**src/rtl/vend_pkg.sv**
```systemverilog
package vend_pkg;

  function automatic int unsigned vend_max3(int unsigned a, int unsigned b, int unsigned c);
    int unsigned m;
    m = (a > b) ? a : b;
    return (m > c) ? m : c;
  endfunction

  function automatic int unsigned vend_bits(int unsigned v);
    return (v < 2) ? 1 : $clog2(v + 1);
  endfunction

  localparam int unsigned NUM_COINS = 3;

endpackage

```
**src/rtl/vend_coin_decode.sv**
```systemverilog
module vend_coin_decode
  import vend_pkg::*;
#(
  parameter int unsigned NICKEL_UNITS  = 1,
  parameter int unsigned DIME_UNITS    = 2,
  parameter int unsigned QUARTER_UNITS = 5,
  parameter int unsigned SW            = 4
) (
  input  logic [NUM_COINS-1:0] flags_i,
  output logic                 valid_o,
  output logic [SW-1:0]        units_o
);

  localparam int unsigned VALS [NUM_COINS] = '{NICKEL_UNITS, DIME_UNITS, QUARTER_UNITS};

  logic [SW-1:0] masked [NUM_COINS];

  for (genvar g = 0; g < NUM_COINS; g++) begin : g_mask
    assign masked[g] = flags_i[g] ? SW'(VALS[g]) : '0;
  end

  // exactly one flag is a valid coin
  assign valid_o = (flags_i != '0) && ((flags_i & (flags_i - 1'b1)) == '0);

  always_comb begin
    units_o = '0;
    for (int i = 0; i < NUM_COINS; i++) units_o = units_o | masked[i];
  end

endmodule

```
**src/rtl/vend_credit_next.sv**
```systemverilog
module vend_credit_next #(
  parameter int unsigned THRESH_UNITS = 6,
  parameter int unsigned CW           = 3,
  parameter int unsigned SW           = 4
) (
  input  logic [CW-1:0] credit_i,
  input  logic          valid_i,
  input  logic [SW-1:0] units_i,
  output logic [CW-1:0] credit_o
);

  logic [SW-1:0] sum;
  logic          selling;

  assign selling = (credit_i == CW'(THRESH_UNITS));
  assign sum     = SW'(credit_i) + units_i;

  always_comb begin
    if (selling)                           credit_o = '0;
    else if (!valid_i)                     credit_o = credit_i;
    else if (sum >= SW'(THRESH_UNITS))     credit_o = CW'(THRESH_UNITS);
    else                                   credit_o = sum[CW-1:0];
  end

endmodule

```
**src/rtl/vend_ctrl.sv**
```systemverilog
module vend_ctrl
  import vend_pkg::*;
#(
  parameter int unsigned THRESH_UNITS  = 6,
  parameter int unsigned NICKEL_UNITS  = 1,
  parameter int unsigned DIME_UNITS    = 2,
  parameter int unsigned QUARTER_UNITS = 5
) (
  input  logic clk_i,
  input  logic rst_ni,
  input  logic nickel_i,
  input  logic dime_i,
  input  logic quarter_i,
  output logic sell_o
);

  localparam int unsigned CW   = vend_bits(THRESH_UNITS);
  localparam int unsigned MAXV = vend_max3(NICKEL_UNITS, DIME_UNITS, QUARTER_UNITS);
  localparam int unsigned SW   = vend_bits(THRESH_UNITS + MAXV);

  logic [NUM_COINS-1:0] flags;
  logic                 coin_valid;
  logic [SW-1:0]        coin_units;
  logic [CW-1:0]        credit_q, credit_d;

  assign flags = {quarter_i, dime_i, nickel_i};

  vend_coin_decode #(
    .NICKEL_UNITS (NICKEL_UNITS),
    .DIME_UNITS   (DIME_UNITS),
    .QUARTER_UNITS(QUARTER_UNITS),
    .SW           (SW)
  ) u_decode (
    .flags_i(flags),
    .valid_o(coin_valid),
    .units_o(coin_units)
  );

  vend_credit_next #(
    .THRESH_UNITS(THRESH_UNITS),
    .CW          (CW),
    .SW          (SW)
  ) u_next (
    .credit_i(credit_q),
    .valid_i (coin_valid),
    .units_i (coin_units),
    .credit_o(credit_d)
  );

  always_ff @(posedge clk_i or negedge rst_ni) begin
    if (!rst_ni) credit_q <= '0;
    else         credit_q <= credit_d;
  end

  // Moore output: the selling state is credit == threshold
  assign sell_o = (credit_q == CW'(THRESH_UNITS));

endmodule

```
**config.mk**
```make
export PLATFORM = sky130hd
export DESIGN_NAME = vend_ctrl
export DESIGN_NICKNAME = d
export VERILOG_FILES = /design/src/rtl/vend_pkg.sv /design/src/rtl/vend_coin_decode.sv /design/src/rtl/vend_credit_next.sv /design/src/rtl/vend_ctrl.sv
export SDC_FILE = /design/constraint.sdc
export NUM_CORES = 1
export LEC_CHECK = 0
export ABC_CLOCK_PERIOD_IN_PS = 3600
export BUFFER_PORTS_ARGS = -buffer_cell sky130_fd_sc_hd__buf_2
export CELL_PAD_IN_SITES_DETAIL_PLACEMENT = 0
export CELL_PAD_IN_SITES_GLOBAL_PLACEMENT = 1
export CORE_AREA = 2 2 39 41
export CTS_CLUSTER_DIAMETER = 120
export DETAILED_ROUTE_END_ITERATION = 8
export DIE_AREA = 0 0 41 43
export PLACE_DENSITY_LB_ADDON = 0.1
export SYNTH_ARGS = -nofsm -noshare
export SYNTH_HDL_FRONTEND = slang
export SYNTH_HIERARCHICAL = 1
export SYNTH_SLANG_ARGS = --single-unit
```
**constraint.sdc**
```tcl
create_clock -name clk_i -period 3.6 [get_ports clk_i]
set_input_delay 0.72 -clock clk_i [delete_from_list [all_inputs] [get_ports clk_i]]
set_output_delay 0.72 -clock clk_i [all_outputs]
set_load 0.03 [all_outputs]
```
==> results.toml, run 1 <==
[clocking]
cts_hold_buf = 0
cts_setup_buffers = 0
ctsLongestPathBuffers = 2
clock_latency_ns = 0.23
cts_made_buffers = 3
clk_pin_slew_ns = 0.04
cts_sinks = 3
htreeDepth = 1
cts_tree = "done"
cts_root_buf = "clkbuf_4"
ctsResizeCount = 0

[route]
finalWirelength_um = 543
first_iter_violations = 0
routedWlPerCell_um = 10.2
drtAntennaViolNets = 0
drcViolationCount = 0
viasPerCell = 4.21
drt_pass1_iterations = 1
num_vias = 223

[sta]
hold_viol = 0
finalClockSkew_ns = 0.00230
fin_crit_sh_pct = 59.0
setup_viol = 0
final.setup.tns_ns = 0
max_freq_ghz = 0.471
drv_slew = 0
period_needed_ns = 2.12
rsz0062_at_grt = "false"

[floorplanning]
die_w_um = 41
fp.coreArea_um2 = 1380
ios = 6
die_h_um = 43
die_area_um2 = 1760
start_util_pct = 21.3
std_cell_rows = 14

[finish]
multiInputGateArea_um2 = 190
final_core_util_pct = 24.9
regMostFlops = "credit_q"
areaGrowthSynthToFinish_pct = 16.5
nFillCells = 158
largest_reg_flops = 3
top_regs = "credit_q: 3 flops"
fin_area_um2 = 344
antenna_cells = 0
drive_above_1_share_pct = 29.7
seqCellArea_um2 = 75.1
nNetsFinal = 47

[critical_path]
ff2ff_setup_slack_ns = 1.96
critPathMaxStageDelay_ns = 0.38
crit_path_end_kind = "flip-flop"
worstRegToRegCells = 5
critPathLaunchType = "input port"
worstPathMaxFanout = 4
path_buf_inv = 1
crit_family = "adder cells"
r2r_end = "credit_q[0]"
cp.arrival_ns = 2.24
crit_path_cell_trace = "buf_2, or2_2, ha_1, fa_1, xor2_1, a21oi_1, a22o_1"
rr_startpoint = "credit_q[0]"
crit_path_top_delay_cell = "fa_1"
critPathKind = "in2reg"
crit_start = "quarter_i"
critPathRequiredTime_ns = 3.72

[synthesis]
netlist_instances = 31
synth_nets = 40
muxShareOfSynthArea_pct = 0
yosys.area_share.adder_pct = 19.5
synth_top_family_by_area = "compound AO/OA/AOI/OAI gates"
ys_types = 20
synthSimpleGateAreaFrac_pct = 10.6
yosys_warnings = 6
synth-seq-cells = 3
synthXorXnorAreaFrac_pct = 11.4
syn_area_um2 = 295
syn_area_per_cell_um2 = 9.53
ys_seq_area_share_pct = 25.4
synth-compound-area-share_pct = 21.6

[global_routing]
grt_pass1_wl_um = 890
grt_overflow = 0
grt_start_max_net_pins = 6
grt_use_total_pct = 8.22
antenna_found_initial = 0
grt_pass1_vias = 237

[placement]
gp_congestion = 0.633
portBuffers = 5
dp_hpwl_um = 465
dpl_cell_area_um2 = 318

[power_and_ir_drop]
power_uw = 266
p_leak_uw = 0.000170
vdd_drop_max_mv = 0.140
p_per_area_nw_per_um2 = 774

[status]
status = "finished, final reports clean"

[flow_run]
cap_viol_max_count = 0

[worst_hold_path]
hold_class = "in2async"
## routing by layer
layer  vias to the layer above  global-route usage (%)  wire length [um]
li1                        114                       -                 -
met1                       107                    8.01               236
met2                         2                    12.2               296
met3                         0                    1.57                10
met4                         0                    10.0                 0
met5                         -                       0                 0
## placed cells by master (no fill, tap or decap), types with 2 or more instances in the layout
cell | synthesis | layout
ha_1 | 3 | 3
o21ai_0 | 3 | 3
a21oi_1 | 2 | 2
clkbuf_4 | 0 | 3
dfrtp_1 | 3 | 3
buf_2 | 0 | 5
inv_1 | 2 | 2
xor2_1 | 2 | 2
## metrics by stage
step	instances	worst slack (ns)	hold WS, ns
after floorplan	31	1.48	0.424
after global placement	49	1.24	0.512
after detailed placement	49	1.22	0.516
after CTS	53	1.47	0.265
after global routing	53	1.42	0.253
final	53	1.48	0.273
## synth_stat cells, drive strengths merged
master / n / area (um^2)
a21oi: 3 / 18.8
buf: 3 / 22.5
dfrtp: 3 / 75.1
ha: 3 / 37.5
o21ai: 3 / 15.0
xor2: 3 / 33.8
inv: 2 / 7.51
a21o: 1 / 7.51
a22o: 1 / 8.76
a31oi: 1 / 6.26
and3b: 1 / 8.76
conb: 1 / 3.75
fa: 1 / 20.0
nand3: 1 / 5.00
nand3b: 1 / 7.51
nor2: 1 / 3.75
o21a: 1 / 7.51
or2: 1 / 6.26
## power by group
| part | switching (uW) | total (uW) | internal, uW | leakage [uW] |
|---|---|---|---|---|
| Clock | 17.2 | 58.7 | 41.5 | 0.0000150 |
| Combinational | 77.1 | 138 | 61.3 | 0.000119 |
| Sequential | 19.7 | 69.4 | 49.7 | 0.0000364 |
| Total | 114 | 266 | 153 | 0.000170 |
## worst max-delay path by stage
stage | endpoint | slack (ns) | cells after the start
global route | credit_q[0] | 1.42 | 7
detailed placement | credit_q[0] | 1.22 | 7
CTS | credit_q[0] | 1.47 | 7
floorplan | credit_q[0] | 1.48 | 6
global placement | credit_q[0] | 1.24 | 7
finish | credit_q[0] | 1.48 | 7
## area by class of cell
class,instances,share of cell area (%)
Sequential cell,3,21.8
Multi-Input combinational cell,23,55.3
Timing Repair Buffer,5,7.27
Tap cell,16,5.82
Inverter,2,2.18
Clock buffer,4,7.64
## logic make-up (layout without fill, tap and decap cells)
group | Yosys count | count (layout)
AOI/OAI and AO/OA | 10 | 10
xor gates and xnor gates | 3 | 3
adders and majority gates | 4 | 4
buffers and inverters | 5 | 11
DFF | 3 | 3
other | 1 | 1
and+or+nand+nor | 5 | 5
Note: power is estimated with default switching activity, not from simulation.
==> run 2, diff against run 1 <==
--- a/config.mk
+++ b/config.mk
@@ -5,7 +5,7 @@
 export SDC_FILE = /design/constraint.sdc
 export NUM_CORES = 1
 export LEC_CHECK = 0
-export ABC_CLOCK_PERIOD_IN_PS = 3600
+export ABC_CLOCK_PERIOD_IN_PS = 1700
 export BUFFER_PORTS_ARGS = -buffer_cell sky130_fd_sc_hd__buf_2
 export CELL_PAD_IN_SITES_DETAIL_PLACEMENT = 0
 export CELL_PAD_IN_SITES_GLOBAL_PLACEMENT = 1
==> constraint.sdc (replaced) <==
create_clock -name clk_i -period 1.7 [get_ports clk_i]
set_input_delay 0.34 -clock clk_i [delete_from_list [all_inputs] [get_ports clk_i]]
set_output_delay 0.34 -clock clk_i [all_outputs]
set_load 0.03 [all_outputs]
==> results.toml, run 2 (synthesized netlist as in run 1, its figures left out) <==
[power_and_ir_drop]
p_leak_uw = 0.000192
vdd_drop_max_mv = 0.401
p_per_area_nw_per_um2 = 1580

[floorplanning]
die_w_um = 41
ios = 6
die_area_um2 = 1760
die_h_um = 43
std_cell_rows = 14
fp.coreArea_um2 = 1380
start_util_pct = 21.3

[critical_path]
rr_startpoint = "credit_q[0]"
crit_start = "quarter_i"
cp.arrival_ns = 1.78
critPathLaunchType = "input port"
critPathRequiredTime_ns = 1.82
ff2ff_setup_slack_ns = 0.11
worstRegToRegCells = 5
setup.worst_path.end = "credit_q[0]"
crit_path_end_kind = "flip-flop"
r2r_end = "credit_q[0]"
worstPathMaxFanout = 2
critPathKind = "in2reg"

[clocking]
cts_sinks = 3
htreeDepth = 1
cts_setup_buffers = 0
cts_tree = "done"
ctsLongestPathBuffers = 2
clock_latency_ns = 0.23
cts_root_buf = "clkbuf_4"
cts_made_buffers = 3
clk_pin_slew_ns = 0.04

[sta]
max_freq_ghz = 0.602
final.setup.tns_ns = 0
fin_crit_sh_pct = 97.8
finalClockSkew_ns = 0.00239
setup_viol = 0
drv_slew = 0
rsz0062_at_grt = "false"
hold_viol = 0
period_needed_ns = 1.66

[route]
first_iter_violations = 5
drt_pass1_iterations = 4
finalWirelength_um = 572
num_vias = 243
viasPerCell = 4.19
drcViolationCount = 0
drtAntennaViolNets = 0
routedWlPerCell_um = 9.86

[global_routing]
grt_overflow = 0
grt_pass1_vias = 276
grt_use_total_pct = 9.55
grt_pass1_wl_um = 1060
antenna_found_initial = 0
grt_start_max_net_pins = 6

[finish]
mostFrequentLayoutCell = "buf_2"
antenna_cells = 0
areaGrowthSynthToFinish_pct = 31.8
drive_above_1_share_pct = 40.5
stdcell_count = 58
final_core_util_pct = 28.1
fin_area_um2 = 389
regMostFlops = "credit_q"
top_regs = "credit_q: 3 flops"
nFillCells = 153
nNetsFinal = 52
final_cell_mix = "5 x buf_2, 4 x buf_4, 3 x clkbuf_4, 3 x dfrtp_1, 3 x o21ai_0"
largest_reg_flops = 3

[placement]
place_inst = 53
gp_congestion = 0.644
dp_hpwl_um = 467
portBuffers = 5
dpl_cell_area_um2 = 353

[flow_run]
cap_viol_max_count = 0

[worst_hold_path]
hold_class = "in2async"

[status]
status = "finished, final reports clean"
[run 2: cell count changes in the layout (fill, tap and decap cells not counted), sizes merged]
cell	previous run	this run
buf	5	9
dlygate4sd3	0	1
[run 2: layer usage]
metal  track usage (%)  vias up  routed length [um]
met5                 0        -                   0
met4              8.00        0                   0
li1                  -      126                   -
met2              13.8        2                 302
met3              4.71        0                   7
met1              9.68      115                 262
[run 2: how the worst min path moves through the flow]
stage	start	endpoint	slack [ns]	cells past startpoint
2_1_floorplan	rst_ni	credit_q[0]	0.04	0
3_3_place_gp	rst_ni	credit_q[1]	0.13	1
6_report	rst_ni	credit_q[1]	0.43	2
3_5_place_dp	rst_ni	credit_q[1]	0.14	1
5_1_grt	rst_ni	credit_q[1]	0.43	2
4_1_cts	rst_ni	credit_q[1]	0.43	2
[run 2: report_power, final]
group | leakage (uW) | switching [uW] | internal (uW)
registers | 0.0000364 | 44.0 | 105
logic | 0.000141 | 172 | 168
clock network | 0.0000150 | 36.1 | 87.9
[run 2: repair_timing]
| action | CTS | global route |
|---|---|---|
| hold buffers | 1 | 0 |
| hold endpoints to repair | 3 | 0 |
| gates resized for setup | 0 | 0 |
[run 2: final cells by class]
type,instances,area (um^2),share of cell area (%)
Tap cell,16,20.0,5.14
Inverter,2,7.51,1.93
Clock buffer,4,26.3,6.75
Sequential cell,3,75.1,19.3
Timing Repair Buffer,10,65.1,16.7
Multi-Input combinational cell,23,195,50.2
[run 2: worst max-delay path, stage by stage]
cell	delay, ns
buf_2	0.10
or2_2	0.29
ha_2	0.19
fa_2	0.33
xor2_1	0.23
a21oi_1	0.10
a22o_1	0.19
[run 2: metrics by stage]
step | power, uW | setup WS, ns | hold slack (ns)
finish | 613 | 0.0379 | 0.435
global route | 679 | 0.0120 | 0.427
CTS | 626 | 0.0465 | 0.429
detailed placement | 491 | -0.196 | 0.139
global placement | 490 | -0.194 | 0.132
floorplan | 378 | 0.00920 | 0.0444
==> run 3, diff against run 2 <==
--- a/config.mk
+++ b/config.mk
@@ -5,7 +5,7 @@
 export SDC_FILE = /design/constraint.sdc
 export NUM_CORES = 1
 export LEC_CHECK = 0
-export ABC_CLOCK_PERIOD_IN_PS = 1700
+export ABC_CLOCK_PERIOD_IN_PS = 2000
 export BUFFER_PORTS_ARGS = -buffer_cell sky130_fd_sc_hd__buf_2
 export CELL_PAD_IN_SITES_DETAIL_PLACEMENT = 0
 export CELL_PAD_IN_SITES_GLOBAL_PLACEMENT = 1
==> constraint.sdc (replaced) <==
create_clock -name clk_i -period 2 [get_ports clk_i]
set_input_delay 0.4 -clock clk_i [delete_from_list [all_inputs] [get_ports clk_i]]
set_output_delay 0.4 -clock clk_i [all_outputs]
set_load 0.03 [all_outputs]
==> results.toml, run 3 (synthesized netlist as in run 1, its figures left out) <==
[power_and_ir_drop]
p_per_area_nw_per_um2 = 1370
vdd_drop_max_mv = 0.440
p_leak_uw = 0.000190
power.share.switching_pct = 41.3
power_uw = 516
pwr-share-comb_pct = 54.7
p_clk_share_pct = 21.3
p_int_uw = 303
pwr-share-seq_pct = 24.0
switching_power_uw = 213

[clocking]
cts_tree = "done"
clock_latency_ns = 0.24
clk_pin_slew_ns = 0.04
cts_sinks = 3
cts_made_buffers = 3
htreeDepth = 1
ctsLongestPathBuffers = 2
cts_root_buf = "clkbuf_4"

[route]
num_vias = 241
drtAntennaViolNets = 0
finalWirelength_um = 607
first_iter_violations = 0
viasPerCell = 4.23
drcViolationCount = 0
drt_pass1_iterations = 1
routedWlPerCell_um = 10.6

[finish]
nFillCells = 157
top_regs = "credit_q: 3 flops"
antenna_cells = 0
largest_reg_flops = 3
final_core_util_pct = 27.2
fin_area_um2 = 377
areaGrowthSynthToFinish_pct = 27.5
drive_above_1_share_pct = 34.1
mostFrequentLayoutCell = "buf_2"
regMostFlops = "credit_q"
nNetsFinal = 51

[global_routing]
grt_use_met1_pct = 10.3
grt_overflow = 0
grt_start_max_net_pins = 6
antenna_found_initial = 0
use_met2_pct = 14.4
grt_pass1_vias = 285
grtUsageMet3_pct = 4.71
top_usage_layer = "met2"
grt_use_total_pct = 9.35
grt_pass1_wl_um = 1090

[sta]
period_needed_ns = 1.78
max_freq_ghz = 0.562
rsz0062_at_grt = "false"
setup_viol = 0
whs_ns = 0.493
fin_crit_sh_pct = 89.0
drv_slew = 0
finalWorstSetupSlack_ns = 0.220
hold_viol = 0
finalClockSkew_ns = 0.00379

[floorplanning]
die_w_um = 41
ios = 6
die_area_um2 = 1760
std_cell_rows = 14
fp.coreArea_um2 = 1380
die_h_um = 43
start_util_pct = 21.3

[flow_run]
cap_viol_max_count = 0

[critical_path]
critPathLaunchType = "input port"
ff2ff_setup_slack_ns = 0.35
crit_path_end_kind = "flip-flop"
cp.arrival_ns = 1.90
critPathRequiredTime_ns = 2.12
critPathKind = "in2reg"
rr_startpoint = "credit_q[0]"
worstRegToRegCells = 5
worstPathMaxFanout = 2
r2r_end = "credit_q[0]"

[placement]
dpl_cell_area_um2 = 340
portBuffers = 5
dp_hpwl_um = 463
gp_congestion = 0.587
preCtsSetupSlack_ns = -0.0192

[worst_hold_path]
hold_class = "in2async"

[status]
status = "finished, final reports clean"
[run 3: cell types whose count changed in the layout (fill, tap and decap cells not counted), sizes merged]
cell,before,now
buf,9,8
[run 3: critical path: stages]
cell and delay (ns):
buf_2 0.10, or2_2 0.29, ha_1 0.21, fa_1 0.38, xor2_1 0.19, a21oi_1 0.11, a22o_1 0.21
[run 3: layout make-up]
type,count,area [um^2],share of cell area (%)
clock buffers,4,26.3,6.98
well taps,16,20.0,5.32
flip-flops and latches,3,75.1,19.9
multi-input cells,23,190,50.5
inverters,2,7.51,1.99
repair buffers,9,57.6,15.3
[run 3: power groups by stage]
stage | logic, uW | clock network, uW | registers, uW
after detailed placement | 283 | 0 | 125
final | 283 | 110 | 124
after CTS | 288 | 112 | 125
after global placement | 280 | 0 | 130
after global routing | 322 | 117 | 130
after floorplan | 203 | 0 | 115
[run 3: layer usage]
layer	part of all wire, %	routed length (um)
met1	43	264
met2	52	318
met3	4.0	24
met4	0	0
met5	0	0
[run 3: timing repair]
item / 4_1_cts / 5_1_grt
hold buffers: 1 / 0
hold endpoints to repair: 3 / 0
buffers inserted: 0 / 0
resized for setup: 0 / 0
[run 3: worst max-delay path by stage]
stage	from	end	slack (ns)	cells after the start
6_report	quarter_i	credit_q[0]	0.22	7
2_1_floorplan	quarter_i	credit_q[0]	0.20	6
5_1_grt	quarter_i	credit_q[0]	0.15	7
3_5_place_dp	quarter_i	credit_q[0]	-0.02	7
3_3_place_gp	quarter_i	credit_q[0]	-0.008	7
4_1_cts	quarter_i	credit_q[0]	0.22	7
[run 3: through the flow]
stage	instances	setup TNS (ns)
6_report	57	0
5_1_grt	57	0
3_5_place_dp	52	-0.0192
3_3_place_gp	52	-0.00835
4_1_cts	57	0
2_1_floorplan	31	0
